[src/rtl/useq_pkg.sv]
package useq_pkg;
  localparam int CW_W = 8;
  typedef logic [CW_W-1:0] cword_t;

  // control word bit positions
  localparam int B_PC_OUT  = 7;
  localparam int B_MEM_RD  = 6;
  localparam int B_PC_INC  = 5;
  localparam int B_IR_LD   = 4;
  localparam int B_IRA_OUT = 3;
  localparam int B_ACC_LD  = 2;
  localparam int B_ALU_ACC = 1;
  localparam int B_OUT_LD  = 0;

  localparam int unsigned OPC_LOAD = 0;
  localparam int unsigned OPC_ADD  = 1;
  localparam int unsigned OPC_EMIT = 14;

  function automatic cword_t cw_lookup(int unsigned opc, int unsigned step);
    cword_t w;
    w = '0;
    case (step)
      0: begin
        w[B_PC_OUT] = 1'b1;
        w[B_MEM_RD] = 1'b1;
      end
      1: w[B_PC_INC] = 1'b1;
      2: w[B_IR_LD] = 1'b1;
      3: begin
        if (opc == OPC_LOAD || opc == OPC_ADD) begin
          w[B_IRA_OUT] = 1'b1;
          w[B_MEM_RD]  = 1'b1;
        end else if (opc == OPC_EMIT) begin
          w[B_OUT_LD] = 1'b1;
        end
      end
      4: begin
        if (opc == OPC_LOAD) begin
          w[B_MEM_RD] = 1'b1;
          w[B_ACC_LD] = 1'b1;
        end else if (opc == OPC_ADD) begin
          w[B_MEM_RD]  = 1'b1;
          w[B_ALU_ACC] = 1'b1;
        end
      end
      default: w = '0;
    endcase
    return w;
  endfunction
endpackage

[src/rtl/useq_step_counter.sv]
module useq_step_counter #(
  parameter int NUM_STEPS = 6,
  parameter int ST_W      = 3
) (
  input  logic            clk,
  input  logic            rst,
  output logic [ST_W-1:0] step
);
  // clear when every bit set in NUM_STEPS is set in the incremented count
  localparam logic [ST_W-1:0] CLR_MASK = ST_W'(NUM_STEPS);

  logic [ST_W-1:0] inc;
  logic [ST_W-1:0] nxt;

  always_comb begin
    inc = step + ST_W'(1);
    if ((inc & CLR_MASK) == CLR_MASK) nxt = '0;
    else                              nxt = inc;
  end

  always_ff @(posedge clk) begin
    if (rst) step <= '0;
    else     step <= nxt;
  end
endmodule

[src/rtl/useq_step_decoder.sv]
module useq_step_decoder #(
  parameter int NUM_STEPS = 6,
  parameter int ST_W      = 3
) (
  input  logic [ST_W-1:0]      step,
  output logic [NUM_STEPS-1:0] step_n
);
  for (genvar i = 0; i < NUM_STEPS; i++) begin : g_line
    assign step_n[i] = (step != ST_W'(i));
  end
endmodule

[src/rtl/useq_ctrl_rom.sv]
module useq_ctrl_rom
  import useq_pkg::*;
#(
  parameter int OP_W = 4,
  parameter int ST_W = 3
) (
  input  logic [OP_W-1:0] op_code,
  input  logic [ST_W-1:0] step,
  output cword_t          ctrl_word
);
  localparam int AW    = OP_W + ST_W;
  localparam int DEPTH = 1 << AW;
  localparam int SPAN  = 1 << ST_W;

  cword_t          tbl [DEPTH];
  logic [AW-1:0]   addr;

  for (genvar a = 0; a < DEPTH; a++) begin : g_ent
    assign tbl[a] = cw_lookup(a / SPAN, a % SPAN);
  end

  assign addr      = {op_code, step};
  assign ctrl_word = tbl[addr];
endmodule

[src/rtl/useq_sequencer.sv]
module useq_sequencer
  import useq_pkg::*;
#(
  parameter int OP_W      = 4,
  parameter int NUM_STEPS = 6
) (
  input  logic                 clk,
  input  logic                 rst,
  input  logic [OP_W-1:0]      op_code,
  output logic [NUM_STEPS-1:0] step_n,
  output logic [CW_W-1:0]      ctrl_word
);
  localparam int ST_W = $clog2(NUM_STEPS + 1);

  logic [ST_W-1:0] step;

  useq_step_counter #(.NUM_STEPS(NUM_STEPS), .ST_W(ST_W)) u_cnt (
    .clk  (clk),
    .rst  (rst),
    .step (step)
  );

  useq_step_decoder #(.NUM_STEPS(NUM_STEPS), .ST_W(ST_W)) u_dec (
    .step   (step),
    .step_n (step_n)
  );

  useq_ctrl_rom #(.OP_W(OP_W), .ST_W(ST_W)) u_rom (
    .op_code   (op_code),
    .step      (step),
    .ctrl_word (ctrl_word)
  );
endmodule

[config.mk]
export PLATFORM = sky130hd
export DESIGN_NAME = useq_sequencer
export DESIGN_NICKNAME = d
export VERILOG_FILES = /design/src/rtl/useq_pkg.sv /design/src/rtl/useq_step_counter.sv /design/src/rtl/useq_step_decoder.sv /design/src/rtl/useq_ctrl_rom.sv /design/src/rtl/useq_sequencer.sv
export SDC_FILE = /design/constraint.sdc
export NUM_CORES = 1
export LEC_CHECK = 0
export ABC_AREA = 1
export BUFFER_PORTS_ARGS = -buffer_cell sky130_fd_sc_hd__buf_2
export CAP_MARGIN = 30
export CORE_AREA = 2 2 39 41
export DETAILED_ROUTE_END_ITERATION = 16
export DIE_AREA = 0 0 41 43
export PLACE_DENSITY = 0.53
export SLEW_MARGIN = 0
export SYNTH_ARGS = -nofsm -noshare
export SYNTH_HDL_FRONTEND = slang
export SYNTH_SLANG_ARGS = --single-unit
[constraint.sdc]
create_clock -name clk -period 1.88 [get_ports clk]
set_input_delay 0.094 -clock clk [delete_from_list [all_inputs] [get_ports clk]]
set_output_delay 0.094 -clock clk [all_outputs]
set_load 0.02 [all_outputs]
==> results of run 1 <==
logic make-up (layout without fill, tap and decap cells):
kind of cell	Yosys count	after routing	synth area share
fa+ha+maj	6	6	0.253
compound gates	2	2	0.0338
flops	3	3	0.203
buf+inv	15	38	0.190
simple gates	22	22	0.321
worst max-delay path: stages, from the launching register on:
cell and delay (ns):
dfxtp_1 0.37, inv_1 0.10, ha_1 0.34, o21ai_0 0.16, nand2_1 0.07, nand2_1 0.05, buf_2 0.15
layer usage:
layer / wire (um) / up-vias / track usage / part of all wire
li1: - / 183 / - / -
met5: 0 / - / 0 / 0
met4: 0 / 0 / 0.0800 / 0
met3: 58 / 0 / 0.0471 / 0.088
met1: 261 / 132 / 0.0705 / 0.40
met2: 340 / 12 / 0.116 / 0.52
final cells by class:
type | instances | share of cell area
Multi-Input combinational cell | 30 | 0.411
Clock buffer | 4 | 0.0600
Sequential cell | 3 | 0.137
Inverter | 15 | 0.129
Timing Repair Buffer | 19 | 0.217
Tap cell | 16 | 0.0457
through the flow:
stage	hold WS, ns	utilization	power (uW)
finish	0.108	0.316	375
global route	0.116	0.316	408
CTS	0.101	0.316	384
detailed placement	0.346	0.297	265
global placement	0.353	0.297	263
floorplan	0.249	-	207
where the power goes:
part	switching (uW)	internal (uW)	total (uW)
Sequential	9.55	73.7	83.3
Combinational	116	61.0	177
Clock	34.3	79.6	114
Total	160	214	375
placed cells by master, fill, tap and decap left out, drive strengths merged:
| cell | n |
|---|---|
| o21ai | 2 |
| nand2 | 10 |
| buf | 19 |
| nand3 | 3 |
| nor3 | 1 |
| nor2 | 8 |
| clkbuf | 4 |
| ha | 6 |
| dfxtp | 3 |
| inv | 15 |
how the worst min path moves through the flow:
stage	start	to	slack, ns	cells past startpoint
floorplan	rst	u_cnt.step[1]$_SDFF_PP0_	0.25	3
global placement	rst	u_cnt.step[1]$_SDFF_PP0_	0.35	4
detailed placement	rst	u_cnt.step[1]$_SDFF_PP0_	0.35	4
CTS	rst	u_cnt.step[1]$_SDFF_PP0_	0.10	4
global route	rst	u_cnt.step[1]$_SDFF_PP0_	0.12	4
finish	rst	u_cnt.step[1]$_SDFF_PP0_	0.11	4
==> results.yml, run 1 <==
clock_network:
  cts_hold_buf: 0
  clk_latency_ns: 0.23
  cts-buffers-inserted: 3
  cts_htree_levels: 1
  cts_tree: "done"
  cts_max_path_buffers: 2
  clk_pin_slew_worst_paths_ns: 0.04
  cts_setup_buffers: 0
  clock-sinks: 3
  cts_resized: 0
  root_buffer: "clkbuf_4"
floorplanning:
  die_y_um: 43
  start_util: 0.214
  io_pins: 20
  die-area_um2: 1760
  rows: 14
  die_x_um: 41
  core_um2: 1380
pwr:
  ir_drop_uv: 268
  p_leak_uw: 0.000276
  power_density_nw_per_um2: 856
setup_path:
  worstReg2RegEnd: "u_cnt.step[0]$_SDFF_PP0_"
  r2r_start: "u_cnt.step[2]$_SDFF_PP0_"
  critPathCaptureType: "output port"
  r2r_slack_ns: 0.61
  cp.arrival_ns: 1.47
  path_class: "flip-flop to output port"
  critPathLaunch: "u_cnt.step[0]$_SDFF_PP0_"
  cp-start-kind: "flip-flop"
  cp_max_fo: 4
  r2r_cells: 4
  critPathCapture: "ctrl_word[6]"
  crit_required_ns: 1.79
grt:
  antenna_found_initial: 0
  grt_overflow: 0
  grt_pass1_wl_um: 897
  grt_util_all_layers: 0.0802
  grt_pass1_vias: 258
  grt_max_degree: 7
synthesis:
  yosysTopAreaCell: "ha_1"
  yosysSeqAreaShare: 0.203
  ys_types: 11
  ys_ff_latch: 3
  synth_enable_flop_cells: 0
  yosysWarnings: 0
  synth_most_common_cell: "inv_1"
  avgSynthCellArea_um2: 6.18
  netlist.area_leader.share: 0.253
  synthTopCellsByArea: "ha_1 (25%), dfxtp_1 (20%), inv_1 (18%), nand2_1 (11%), nor2_1 (10%)"
  yosys-top-cells-count: "inv_1 (14), nand2_1 (9), nor2_1 (8)"
  synth-main-ff-cell: "dfxtp_1"
  synthesis.area_um2: 297
  ys_async_sr_fraction: 0
  syn_inst: 48
  synth_nets: 60
flow_run:
  drv_cap: 0
finish:
  area_growth_pct: 47.7
  reg_top3: "u_cnt.step (3)"
  top_register: "u_cnt.step"
  fillers: 166
  layout.nets: 84
  multi_input_area_um2: 180
  num_antenna_cells: 0
  largest_register_ffs: 3
  drive_gt1_frac: 0.352
  ff_latch_area_um2: 60.1
  finalNonFillerCells: 87
  stdcell_area_um2: 438
route:
  vias: 327
  first_pass_iters: 4
  drc: 0
  viasPerCell: 3.76
  drt-total-wl_um: 660
  drt_iter0_drc: 9
  post_drt_wl_per_cell_um: 7.59
  drtAntennaViolNets: 0
sta:
  rsz0062_at_grt: "false"
  setup_slack_ns: 0.320
  finalSetupViolCount: 0
  setup_tns_ns: 0
  finClkSkew_ns: 0.00347
  worst_pin_slew_ns: 0.233
  slew_viol_final: 0
  fmax_ghz: 0.641
  hold_viol_final: 0
  finalCritPeriodShare: 0.830
  min_period_ns: 1.56
  maxSlewHeadroom: 0.843
placed_design:
  place.gp.congestion: 0.727
  dpl_cell_area_um2: 412
  post-place-cells: 83
  post-place-ws_ns: 0.536
  dpl.hpwl_um: 554
  port_buffers: 19
min_path:
  hold_class: "primary input to flip-flop"
run_status:
  outcome: "completed"
Note: power is estimated with default switching activity, not from simulation.
==> run 2: changes to the inputs <==
--- a/config.mk
+++ b/config.mk
@@ -5,13 +5,13 @@
 export SDC_FILE = /design/constraint.sdc
 export NUM_CORES = 1
 export LEC_CHECK = 0
-export ABC_AREA = 1
+export ABC_AREA = 0
 export BUFFER_PORTS_ARGS = -buffer_cell sky130_fd_sc_hd__buf_2
 export CAP_MARGIN = 30
 export CORE_AREA = 2 2 39 41
 export DETAILED_ROUTE_END_ITERATION = 16
 export DIE_AREA = 0 0 41 43
-export PLACE_DENSITY = 0.53
+export PLACE_DENSITY = 0.54
 export SLEW_MARGIN = 0
 export SYNTH_ARGS = -nofsm -noshare
 export SYNTH_HDL_FRONTEND = slang
==> constraint.sdc (replaced) <==
create_clock -name clk -period 1.47 [get_ports clk]
set_input_delay 0.0735 -clock clk [delete_from_list [all_inputs] [get_ports clk]]
set_output_delay 0.0735 -clock clk [all_outputs]
set_load 0.02 [all_outputs]
==> run 2 against run 1 <==
Clock-buffer cell count stayed put; flip-flop and latch count unchanged; non-clock buffer count increased by 3; first-iteration DRC count shrank 56%; global-route usage grew 0.61 points; routed wire length decreased by 6.4%; critical path type unchanged.
==> results.yml, run 2 <==
setup_path:
  cp_max_fo: 3
  cp-start-kind: "flip-flop"
  crit_required_ns: 1.40
  critPathCaptureType: "output port"
  cp.arrival_ns: 1.33
  path_class: "flip-flop to output port"
grt:
  grt_util_all_layers: 0.0863
  grt_max_degree: 9
  grt_overflow: 0
  antenna_found_initial: 0
  grt_pass1_vias: 273
  grt_pass1_wl_mm: 1.03
clock_network:
  clk_latency_ns: 0.23
  clk_pin_slew_worst_paths_ns: 0.04
  root_buffer: "clkbuf_4"
  cts_htree_levels: 1
  clock-sinks: 3
  cts_tree: "done"
  cts-buffers-inserted: 3
  cts_max_path_buffers: 2
pwr:
  p_switching_uw: 184
  power.internal_uw: 297
  ir_drop_uv: 426
  p_leak_uw: 0.000251
  p_clk_frac: 0.298
  combPwrFrac: 0.496
  power_density_nw_per_um2: 1000
  seqPwrFrac: 0.206
  switching_share: 0.382
run_status:
  outcome: "completed"
sta:
  maxSlewHeadroom: 0.860
  finClkSkew_ns: 0.00339
  worst_pin_slew_ns: 0.209
  min_period_ns: 1.40
  finalSetupViolCount: 0
  setup_tns_ns: 0
  slew_viol_final: 0
  hold_viol_final: 0
  fmax_ghz: 0.712
  finalCritPeriodShare: 0.956
  rsz0062_at_grt: "false"
synthesis:
  synth-main-ff-cell: "dfxtp_1"
  synth_most_common_cell: "inv_1"
  yosysWarnings: 0
  netlist.area_leader.share: 0.248
  synthesis.area_um2: 303
  avgSynthCellArea_um2: 7.76
  yosysTopAreaCell: "ha_1"
  syn_inst: 39
  ys_ff_latch: 3
  yosysSeqAreaShare: 0.198
  synth_nets: 51
  synthTopCellsByArea: "ha_1 (25%), dfxtp_1 (20%), inv_1 (11%), nor2_1 (7.4%), nor3_4 (5.4%)"
  ys_async_sr_fraction: 0
  synth_enable_flop_cells: 0
  yosys-top-cells-count: "inv_1 (9), ha_1 (6), nor2_1 (6)"
  ys_types: 15
route:
  drt_iter0_drc: 4
  drc: 0
  post_drt_wl_per_cell_um: 7.73
  drtAntennaViolNets: 0
  first_pass_iters: 3
  vias: 320
  viasPerCell: 4.00
  drt-total-wl_um: 618
finish:
  area_growth_pct: 58.7
  finalNonFillerCells: 80
  ff_latch_area_um2: 62.6
  layout.nets: 77
  final_common_cell: "buf_2"
  multi_input_area_um2: 215
  drive_gt1_frac: 0.563
  top_register: "u_cnt.step"
  fillers: 155
  final_cell_mix: "buf_2 (17), inv_1 (7), nor2_1 (6), buf_4 (5)"
  stdcell_area_um2: 480
  largest_register_ffs: 3
  num_antenna_cells: 0
  reg_top3: "u_cnt.step (3)"
floorplanning:
  die-area_um2: 1760
  die_y_um: 43
  io_pins: 20
  start_util: 0.219
  die_x_um: 41
  rows: 14
  core_um2: 1380
placed_design:
  dpl.hpwl_um: 516
  dpl_cell_area_um2: 422
  port_buffers: 19
  post-place-cells: 75
  place.gp.congestion: 0.697
flow_run:
  drv_cap: 0
min_path:
  hold_class: "primary input to flip-flop"
run 2: routing by layer:
metal | GRT usage | vias up | routed length (um)
li1 | - | 171 | -
met1 | 0.0836 | 140 | 266
met2 | 0.141 | 9 | 318
met3 | 0.0314 | 0 | 33
met4 | 0.0600 | 0 | 0
met5 | 0 | - | 0
run 2: metrics by stage:
stage                util  power (uW)  setup WS [ns]  hold slack [ns]
global route        0.347         533        0.00230           0.0306
CTS                 0.335         481         0.0122           0.0197
global placement    0.305         308          0.163            0.268
floorplan               -         245          0.138            0.145
detailed placement  0.305         312          0.155            0.269
finish              0.347         481         0.0653           0.0264
run 2: path summary, 6_finish.rpt:
| path | startpoint | endpoint | slack, ns | depth (start not counted) |
|---|---|---|---|---|
| setup reg to reg | u_cnt.step[0]$_SDFF_PP0_ | u_cnt.step[0]$_SDFF_PP0_ | 0.14 | 5 |
| setup / recovery | u_cnt.step[0]$_SDFF_PP0_ | ctrl_word[3] | 0.07 | 5 |
| hold / removal | rst | u_cnt.step[1]$_SDFF_PP0_ | 0.03 | 2 |
| hold reg to reg | u_cnt.step[0]$_SDFF_PP0_ | u_cnt.step[0]$_SDFF_PP0_ | 0.53 | 2 |
run 2: power by group through the flow:
| stage | Clock [uW] | Sequential (uW) | Combinational (uW) |
|---|---|---|---|
| 6_report | 143 | 98.9 | 239 |
| 5_1_grt | 159 | 99.8 | 274 |
| 2_1_floorplan | 0 | 99.0 | 146 |
| 3_5_place_dp | 0 | 98.5 | 213 |
| 4_1_cts | 151 | 97.4 | 232 |
| 3_3_place_gp | 0 | 98.0 | 210 |
run 2: final cells by class:
cell class | instances | share of cell area
Timing Repair Buffer | 22 | 0.255
Clock buffer | 4 | 0.0547
Inverter | 9 | 0.0703
Sequential cell | 3 | 0.130
Multi-Input combinational cell | 26 | 0.448
Tap cell | 16 | 0.0417
run 2: critical path: stages (launching register included):
cell	delay, ns
dfxtp_2	0.31
buf_4	0.14
ha_2	0.17
ha_2	0.16
and2_2	0.16
buf_4	0.15
run 2: cell families after synthesis:
group / Yosys count / synth area share
DFF: 3 / 0.198
buffers and inverters: 10 / 0.149
and+or+nand+nor: 17 / 0.347
AOI/OAI and AO/OA: 3 / 0.0579
adders and majority gates: 6 / 0.248
run 2: repair_timing:
action | 4_1_cts | 5_1_grt
resized for setup | 2 | 7
setup buffers | 0 | 1
hold buffers | 0 | 0
setup endpoints to repair | 1 | 2
==> run 3: changes to the inputs <==
--- a/config.mk
+++ b/config.mk
@@ -9,6 +9,7 @@
 export BUFFER_PORTS_ARGS = -buffer_cell sky130_fd_sc_hd__buf_2
 export CAP_MARGIN = 30
 export CORE_AREA = 2 2 39 41
+export CTS_BUF_LIST = sky130_fd_sc_hd__clkbuf_8
 export DETAILED_ROUTE_END_ITERATION = 16
 export DIE_AREA = 0 0 41 43
 export PLACE_DENSITY = 0.54
==> run 3 against run 2 <==
First-iteration DRC count did not move; sequential share of layout area down 0.33 points; flip-flop and latch count unchanged; critical endpoint unchanged; utilization up 0.18 points; register-to-register slack barely moved; worst hold slack better by 0.018 ns; highest routed layer unchanged.
==> results.yml, run 3 (synthesis results as in run 2) <==
finish:
  top_register: "u_cnt.step"
  finalNonFillerCells: 79
  layout.nets: 76
  final_cell_mix: "buf_2 (18), inv_1 (8), nor2_1 (6), ha_1 (5)"
  num_antenna_cells: 0
  reg_top3: "u_cnt.step (3)"
  largest_register_ffs: 3
  area_growth_pct: 59.5
  drive_gt1_frac: 0.508
  final_common_cell: "buf_2"
sta:
  worst_pin_slew_ns: 0.204
  setup_slack_ns: 0.0473
  min_period_ns: 1.42
  hold_viol_final: 0
  finalCritPeriodShare: 0.968
  finClkSkew_ns: 0.00188
  fmax_ghz: 0.703
  slew_viol_final: 0
  setup_tns_ns: 0
  maxSlewHeadroom: 0.864
  rsz0062_at_grt: "false"
  finalSetupViolCount: 0
pwr:
  ir_drop_uv: 552
  p_leak_uw: 0.000261
  power_density_nw_per_um2: 1150
floorplanning:
  io_pins: 20
  core_um2: 1380
  die-area_um2: 1760
  die_x_um: 41
  die_y_um: 43
  rows: 14
  start_util: 0.219
placed_design:
  place.gp.congestion: 0.697
  dpl.hpwl_um: 516
  port_buffers: 19
  post-place-ws_ns: 0.155
  post-place-cells: 75
route:
  drt_iter0_drc: 4
  drc: 0
  drtAntennaViolNets: 0
  drt-total-wl_um: 593
  vias: 307
  post_drt_wl_per_cell_um: 7.51
  viasPerCell: 3.89
  first_pass_iters: 3
setup_path:
  r2r_start: "u_cnt.step[0]$_SDFF_PP0_"
  path_class: "flip-flop to output port"
  critPathLaunch: "u_cnt.step[0]$_SDFF_PP0_"
  r2r_slack_ns: 0.15
  critPathCaptureType: "output port"
  worstReg2RegEnd: "u_cnt.step[0]$_SDFF_PP0_"
  cp-start-kind: "flip-flop"
  crit_required_ns: 1.40
  r2r_cells: 5
  cp_max_fo: 3
  cp.arrival_ns: 1.35
clock_network:
  clk_latency_ns: 0.21
  clk_pin_slew_worst_paths_ns: 0.03
  root_buffer: "clkbuf_8"
  cts_max_path_buffers: 2
  clock-sinks: 3
  cts-buffers-inserted: 3
  cts_hold_buf: 0
  cts_htree_levels: 1
  cts_tree: "done"
min_path:
  min_path_cells: 2
  hold_class: "primary input to flip-flop"
  worstHoldStart: "rst"
  holdPathEnd: "u_cnt.step[1]$_SDFF_PP0_"
grt:
  grt_max_degree: 9
  grt_overflow: 0
  antenna_found_initial: 0
  grt_pass1_wl_mm: 1.01
  grt_util_all_layers: 0.0833
  grt_pass1_vias: 274
run_status:
  outcome: "completed"
flow_run:
  drv_cap: 0
run 3: cell types whose count changed in the layout (fill, tap and decap cells not counted), moves of 2 or more:
cell,previous run,this run
buf_4,5,3
ha_2,2,0
ha_1,3,5
clkbuf_4,3,0
clkbuf_8,0,3
run 3: through the flow:
step           hold slack, ns   util  power, uW  cell area (um^2)
2_1_floorplan           0.145      -        245               303
3_3_place_gp            0.268  0.305        308               422
3_5_place_dp            0.269  0.305        312               422
4_1_cts                0.0426  0.348        567               482
5_1_grt                0.0577  0.349        606               483
6_report               0.0446  0.349        557               483
run 3: metal layers:
layer	up-vias	wire, um	track usage
li1	168	-	-
met1	130	268	0.0836
met2	9	292	0.141
met3	0	32	0.0157
met4	0	0	0.0600
met5	-	0	0
run 3: repair_timing:
| action | CTS | global route |
|---|---|---|
| gates resized for setup | 2 | 3 |
| endpoints found under the setup margin | 1 | 1 |
| setup buffers | 0 | 0 |
run 3: worst max path at each step:
stage	slack (ns)	endpoint
final	0.05	ctrl_word[3]
after global routing	0.001	ctrl_word[3]
after floorplan	0.14	ctrl_word[6]
after global placement	0.16	u_cnt.step[0]$_SDFF_PP0_
after detailed placement	0.15	u_cnt.step[0]$_SDFF_PP0_
after CTS	0.03	ctrl_word[6]
run 3: where the power goes:
part           total [uW]  internal [uW]  switching, uW
logic                 228           95.4            133
clock network         230            178           52.0
registers            99.7           92.8           6.88
total                 557            366            192
run 3: area by class of cell:
| type | instances | area [um^2] |
|---|---|---|
| well taps | 16 | 20.0 |
| repair buffers | 21 | 113 |
| clock buffers | 3 | 41.3 |
| multi-input cells | 26 | 210 |
| inverters | 9 | 33.8 |
| flip-flops and latches | 3 | 61.3 |
| fillers | 155 | 901 |
| clock inverters | 1 | 3.75 |
run 3: critical path, stage by stage (launching register included):
cell and delay, ns:
dfxtp_1 0.31, buf_4 0.14, ha_1 0.19, ha_1 0.18, and2_2 0.16, buf_2 0.15
